[src/rtl/tile_pkg.sv]
package tile_pkg;
  localparam int NCELL   = 4;
  localparam int NIN     = 8;
  localparam int NTERM   = 4;
  localparam int NPIN    = 8;

  // Candidate routing-channel index for term t of input i of cell c.
  // Channel: [npin-1:0] pins, then one flip-flop output per cell.
  function automatic int src_idx(int npin, int ncell, int c, int i, int t);
    case (t % 4)
      0:       return i % npin;
      1:       return npin + (i % ncell);
      2:       return (i + npin / 2) % npin;
      default: return npin + ((i + c + 1) % ncell);
    endcase
  endfunction
endpackage

[src/rtl/tile_rst_sync.sv]
module tile_rst_sync (
  input  logic clk,
  input  logic rst_n_i,
  output logic rst_n_o
);
  logic [1:0] stage_q;

  always_ff @(posedge clk or negedge rst_n_i) begin
    if (!rst_n_i) stage_q <= 2'b00;
    else          stage_q <= {stage_q[0], 1'b1};
  end

  assign rst_n_o = stage_q[1];
endmodule

[src/rtl/tile_cfg_chain.sv]
module tile_cfg_chain #(
  parameter int W = 16
) (
  input  logic         clk,
  input  logic         rst_n,
  input  logic         shift_en,
  input  logic         din,
  output logic [W-1:0] cfg_q
);
  logic [W-1:0] cfg_d;

  always_comb begin
    cfg_d = cfg_q;
    if (shift_en) cfg_d = {din, cfg_q[W-1:1]};
  end

  always_ff @(posedge clk or negedge rst_n) begin
    if (!rst_n) cfg_q <= '0;
    else        cfg_q <= cfg_d;
  end

  // chain keeps its contents when not loading
  p_cfg_hold_r2: assert property (@(posedge clk) disable iff (!rst_n)
    !shift_en |=> cfg_q == $past(cfg_q));
endmodule

[src/rtl/tile_xp_dest.sv]
module tile_xp_dest #(
  parameter int NSRC = 4
) (
  input  logic            clk,
  input  logic            rst_n,
  input  logic [NSRC-1:0] src,
  input  logic [NSRC-1:0] ctrl,
  output logic            dst
);
  logic [NSRC-1:0] term;

  assign term = src & ctrl;
  assign dst  = |term;

  // an input with no enabled crosspoint reads 0
  p_no_ctrl_zero_r6: assert property (@(posedge clk) disable iff (!rst_n)
    (ctrl == '0) |-> !dst);
endmodule

[src/rtl/tile_cell.sv]
module tile_cell #(
  parameter int NIN = 8,
  localparam int MW = 1 << NIN
) (
  input  logic           clk,
  input  logic           rst_n,
  input  logic           hold,
  input  logic           sel_reg,
  input  logic [MW-1:0]  mask,
  input  logic [NIN-1:0] ins,
  output logic           q,
  output logic           y
);
  logic lut_val;
  logic q_d;
  logic q_en;

  assign lut_val = mask[ins];
  assign q_en    = !hold;

  always_comb begin
    q_d = q;
    if (q_en) q_d = lut_val;
  end

  always_ff @(posedge clk or negedge rst_n) begin
    if (!rst_n) q <= 1'b0;
    else        q <= q_d;
  end

  assign y = sel_reg ? q : lut_val;

  // flip-flop frozen while configuration is loading
  p_ff_hold_r5: assert property (@(posedge clk) disable iff (!rst_n)
    hold |=> q == $past(q));

  // flip-flop takes the addressed table bit when running
  p_ff_capture_r5: assert property (@(posedge clk) disable iff (!rst_n)
    !hold |=> q == $past(mask[ins]));
endmodule

[src/rtl/tile_fabric.sv]
module tile_fabric #(
  parameter int NCELL = tile_pkg::NCELL,
  parameter int NIN   = tile_pkg::NIN,
  parameter int NTERM = tile_pkg::NTERM,
  parameter int NPIN  = tile_pkg::NPIN
) (
  input  logic            clk,
  input  logic            rst_n,
  input  logic            cfg_load,
  input  logic            cfg_bit,
  input  logic [NPIN-1:0] pin_in,
  output logic [NCELL-1:0] tile_out
);
  localparam int MW       = 1 << NIN;
  localparam int SEL_BASE = NCELL * MW;
  localparam int XP_BASE  = SEL_BASE + NCELL;
  localparam int CFG_W    = XP_BASE + NCELL * NIN * NTERM;
  localparam int CHAN_W   = NPIN + NCELL;

  logic              rst_n_s;
  logic [CFG_W-1:0]  cfg;
  logic [NCELL-1:0]  cell_q;
  logic [CHAN_W-1:0] chan;

  tile_rst_sync u_rst (
    .clk     (clk),
    .rst_n_i (rst_n),
    .rst_n_o (rst_n_s)
  );

  tile_cfg_chain #(.W(CFG_W)) u_chain (
    .clk      (clk),
    .rst_n    (rst_n_s),
    .shift_en (cfg_load),
    .din      (cfg_bit),
    .cfg_q    (cfg)
  );

  // Feedback enters the channel only from the flip-flops.
  assign chan = {cell_q, pin_in};

  for (genvar c = 0; c < NCELL; c++) begin : g_cell
    logic [NIN-1:0] ins;

    for (genvar i = 0; i < NIN; i++) begin : g_in
      logic [NTERM-1:0] cand;
      for (genvar t = 0; t < NTERM; t++) begin : g_term
        assign cand[t] = chan[tile_pkg::src_idx(NPIN, NCELL, c, i, t)];
      end

      tile_xp_dest #(.NSRC(NTERM)) u_xp (
        .clk   (clk),
        .rst_n (rst_n_s),
        .src   (cand),
        .ctrl  (cfg[XP_BASE + (c*NIN + i)*NTERM +: NTERM]),
        .dst   (ins[i])
      );
    end

    tile_cell #(.NIN(NIN)) u_cell (
      .clk     (clk),
      .rst_n   (rst_n_s),
      .hold    (cfg_load),
      .sel_reg (cfg[SEL_BASE + c]),
      .mask    (cfg[c*MW +: MW]),
      .ins     (ins),
      .q       (cell_q[c]),
      .y       (tile_out[c])
    );
  end
endmodule

[config.mk]
export PLATFORM = sky130hd
export DESIGN_NAME = tile_fabric
export DESIGN_NICKNAME = d
export VERILOG_FILES = /design/src/rtl/tile_pkg.sv /design/src/rtl/tile_rst_sync.sv /design/src/rtl/tile_cfg_chain.sv /design/src/rtl/tile_xp_dest.sv /design/src/rtl/tile_cell.sv /design/src/rtl/tile_fabric.sv
export SDC_FILE = /design/constraint.sdc
export NUM_CORES = 2
export LEC_CHECK = 0
export BUFFER_PORTS_ARGS = -buffer_cell sky130_fd_sc_hd__buf_2
export CAP_MARGIN = 25
export CORE_MARGIN = 2
export CORE_UTILIZATION = 35
export CTS_BUF_LIST = sky130_fd_sc_hd__clkbuf_8
export CTS_CLUSTER_SIZE = 25
export DETAILED_ROUTE_END_ITERATION = 10
export SLEW_MARGIN = 20
export SYNTH_ARGS = -nofsm -noshare
export SYNTH_HDL_FRONTEND = slang
export SYNTH_HIERARCHICAL = 1
export SYNTH_SLANG_ARGS = --single-unit
[constraint.sdc]
create_clock -name clk -period 52.5 [get_ports clk]
set_input_delay 7.875 -clock clk [delete_from_list [all_inputs] [get_ports clk]]
set_output_delay 7.875 -clock clk [all_outputs]
set_load 0.02 [all_outputs]
==> flow_metrics.env <==
export IMPL_status="complete, no violations"
export IMPL_yosysSeqAreaShare_pct=51.8
export IMPL_multiInputGateArea_mm2=0.0252
export IMPL_final_layout_size_suffix_gt1_share_pct=49.4
export IMPL_start_util_pct=35.1
export IMPL_ff2ff_path_depth=11
export IMPL_fillers=14800
export IMPL_grt_pass1_vias=30500
export IMPL_regArea_mm2=0.0291
export IMPL_grt_use_total_pct=13.3
export IMPL_die_h_um=405
export IMPL_critPathRequiredTime_ns=44.62
export IMPL_fmax_mhz=51.4
export IMPL_path_cells="buf_2, a22oi_1, nand2_4, buf_4, mux4_2, mux2i_1, o21ai_0, nor4_1, a211oi_1, nand4_1, a31oi_1, buf_2"
export IMPL_place_ws_ns=32.91
export IMPL_fin_crit_ns=19.46
export IMPL_fin_cells=5646
export IMPL_hpwl_um=60900
export IMPL_leakage_nw=29.7
export IMPL_synth_largest_area_cell="dfrtp_1"
export IMPL_portBuffers=15
export IMPL_drv_cap=0
export IMPL_path_clk_slew_ns=0.06
export IMPL_p_total_mw=1.91
export IMPL_rsz0062_at_grt="false"
export IMPL_grt_max_degree=171
export IMPL_place_area_mm2=0.0575
export IMPL_startpoint="pin_in[4]"
export IMPL_power_density_mw_per_mm2=30.9
export IMPL_fin_area_mm2=0.0617
export IMPL_crit_type="input pin to output port"
export IMPL_cpPeakStageDelay_ns=0.71
export IMPL_setup_ws_ns=33.04
export IMPL_swShare_pct=26.1
export IMPL_drt_drc_violations_left=0
export IMPL_crit_path_start_kind="input pin"
export IMPL_comb_power_share_pct=9.4
export IMPL_area_growth_synth_to_final_pct=9.92
export IMPL_synthesis_area_mm2=0.0562
export IMPL_syn_num_nets=3360
export IMPL_synth_area_leaders="dfrtp_1 (52%), mux2_4 (22%), mux4_2 (8.5%)"
export IMPL_num_io_pins=16
export IMPL_syn_area_per_cell_um2=16.8
export IMPL_worstReg2RegEnd="g_cell[3].u_cell/q"
export IMPL_antenna_found_initial=9
export IMPL_nets=3416
export IMPL_core_area_mm2=0.160
export IMPL_fin_crit_sh_pct=37.1
export IMPL_crit_path_end="tile_out[2]"
export IMPL_cts_root_buffer="clkbuf_8"
export IMPL_ant_nets=0
export IMPL_ys_types=41
export IMPL_vias=28500
export IMPL_clk_latency_ns=0.92
export IMPL_via_per_inst=5.04
export IMPL_cts_made_buffers=196
export IMPL_setup_violations_final=0
export IMPL_holdBufCountCts=0
export IMPL_cts_sinks=1162
export IMPL_num_rows=147
export IMPL_worstReg2RegStart="g_cell[0].u_cell/q"
export IMPL_cts_setup_buffers=0
export IMPL_grt_first_pass_wirelength_um=176000
export IMPL_wire_per_inst_um=18.9
export IMPL_wl_um=107000
export IMPL_finalCoreUtilization_pct=38.6
export IMPL_ir_drop_mv=0.0264
export IMPL_critPathMaxFanout=39
export IMPL_yosys_top_cells_count="dfrtp_1 (1162), mux2_4 (840), mux2_2 (324)"
export IMPL_maxSlewHeadroom_pct=27.0
export IMPL_drt_iter0_drc=1714
export IMPL_timing_final_hold_violations=0
export IMPL_grt_overflow_total=0
export IMPL_htreeDepth=4
export IMPL_clock_skew_ns=0.0495
export IMPL_synth_edf_count=0
export IMPL_whs_ns=0.331
export IMPL_setup_tns_final_ns=0
export IMPL_dieArea_mm2=0.164
export IMPL_r2r_slack_ns=48.45
export IMPL_netSwitchingPower_mw=0.499
export IMPL_worstMarginPinSlew_ns=1.09
export IMPL_ys_ff_latch=1162
export IMPL_first_pass_iters=6
export IMPL_post_place_cells=5284
export IMPL_internal_power_mw=1.41
export IMPL_synth_top_flop_cell="dfrtp_1"
export IMPL_maxSlewViolCount=0
export IMPL_ys_async_sr_fraction_pct=100
export IMPL_critPathMostFrequentCell="buf_2"
export IMPL_ys_warn_count=6
export IMPL_p_clk_share_pct=42.6
export IMPL_min_path_type="flip-flop to asynchronous set/reset pin"
export IMPL_worstPathArrival_ns=11.59
export IMPL_seqPwrFrac_pct=48.0
export IMPL_clockBufferDepth=3
export IMPL_cts_tree="yes"
export IMPL_place_gp_congestion=0.723
export IMPL_fp_dieW_um=405
export IMPL_crit_slowest_cell="buf_4"
export IMPL_end_kind="output port"
export IMPL_syn_instance_count=3348
export IMPL_cts_resized=0
export IMPL_synth_top_area_share_pct=51.8
export IMPL_yosysMostFrequentCell="dfrtp_1"
==> registers in the layout, indices dropped and copies added, names as in the netlist <==
name / flops
u_chain/cfg_q: 1156
g_cell.u_cell/q: 4
u_rst/stage_q: 2
==> layout make-up <==
| cell class | count | area share (%) |
|---|---|---|
| clock buffer | 248 | 5.53 |
| multi-input combinational | 1949 | 40.9 |
| sequential | 1162 | 47.1 |
| antenna | 3 | 0.0122 |
| tap | 2086 | 4.23 |
| timing repair buffer | 79 | 1.22 |
| inverter | 16 | 0.0973 |
| clock inverter | 103 | 0.932 |
==> metal layers <==
layer | global-route usage (%) | up-vias | part of all wire, %
met5 | 0 | - | 0.071
met4 | 4.46 | 10 | 2.1
met3 | 2.93 | 176 | 4.0
met2 | 18.8 | 401 | 43
met1 | 19.9 | 15100 | 50
li1 | - | 12700 | -
==> worst max-delay path, delay by kind of cell <==
family	cells	cell delay (ns)
buf+inv	3	1.21
simple gates	3	0.85
mux	2	0.43
compound gates	4	1.14
==> power groups by stage <==
stage | Clock [mW] | Sequential (mW) | Combinational [mW]
finish | 0.813 | 0.916 | 0.180
global placement | 0 | 0.932 | 0.181
detailed placement | 0 | 0.932 | 0.181
floorplan | 0 | 0.945 | 0.126
global route | 0.886 | 0.917 | 0.196
CTS | 0.844 | 0.916 | 0.182
==> cell usage in the layout, fill, tap and decap left out, types with 5 or more instances in the layout <==
cell type   netlist  routed
dfrtp_1        1162    1161
mux2_4          840     840
mux2_2          324     324
clkbuf_8          0     248
mux4_2          212     212
inv_1            16      88
mux2i_1          84      84
nand2_1          92      83
a22oi_1          80      80
buf_4            20      53
nor2_1           40      40
nor2b_1          36      36
a31oi_1          28      28
nand3_1          20      20
a21oi_1          20      20
clkinv_2          0      16
mux4_1           16      16
nor3_1           16      16
o221ai_1         16      16
buf_2            67      14
a211o_1          12      12
nand2b_1         12      12
a211oi_1         12      12
a22o_1           12      12
a221oi_1          8       8
o22ai_1           8       8
o21ai_0           8       8
nor4_1            8       8
buf_16            0       7
nand2_4           0       6
clkinvlp_4        0       5
==> kinds of logic (layout without fill, tap and decap cells) <==
group / after synthesis / count (layout) / share of synthesized area (%)
multiplexers: 1476 / 1476 / 39.7
flip-flops: 1162 / 1162 / 51.8
other: 1 / 4 / 0.00668
AO/OA/AOI/OAI: 228 / 228 / 3.07
AND/OR/NAND/NOR: 244 / 244 / 2.07
buffers and inverters: 237 / 446 / 3.39
==> worst min-delay path by stage <==
stage,start,end,slack [ns],depth (start not counted)
after floorplan,u_rst/stage_q[0],u_rst/stage_q[1],0.33,0
after global placement,u_rst/stage_q[0],u_rst/stage_q[1],0.34,0
after detailed placement,u_rst/stage_q[0],u_rst/stage_q[1],0.34,0
after CTS,u_rst/stage_q[0],u_rst/stage_q[1],0.35,0
after global routing,u_rst/stage_q[0],u_rst/stage_q[1],0.37,0
final,u_rst/stage_q[1],u_chain/cfg_q[86],0.33,0
(Power assumes the default switching activity.)
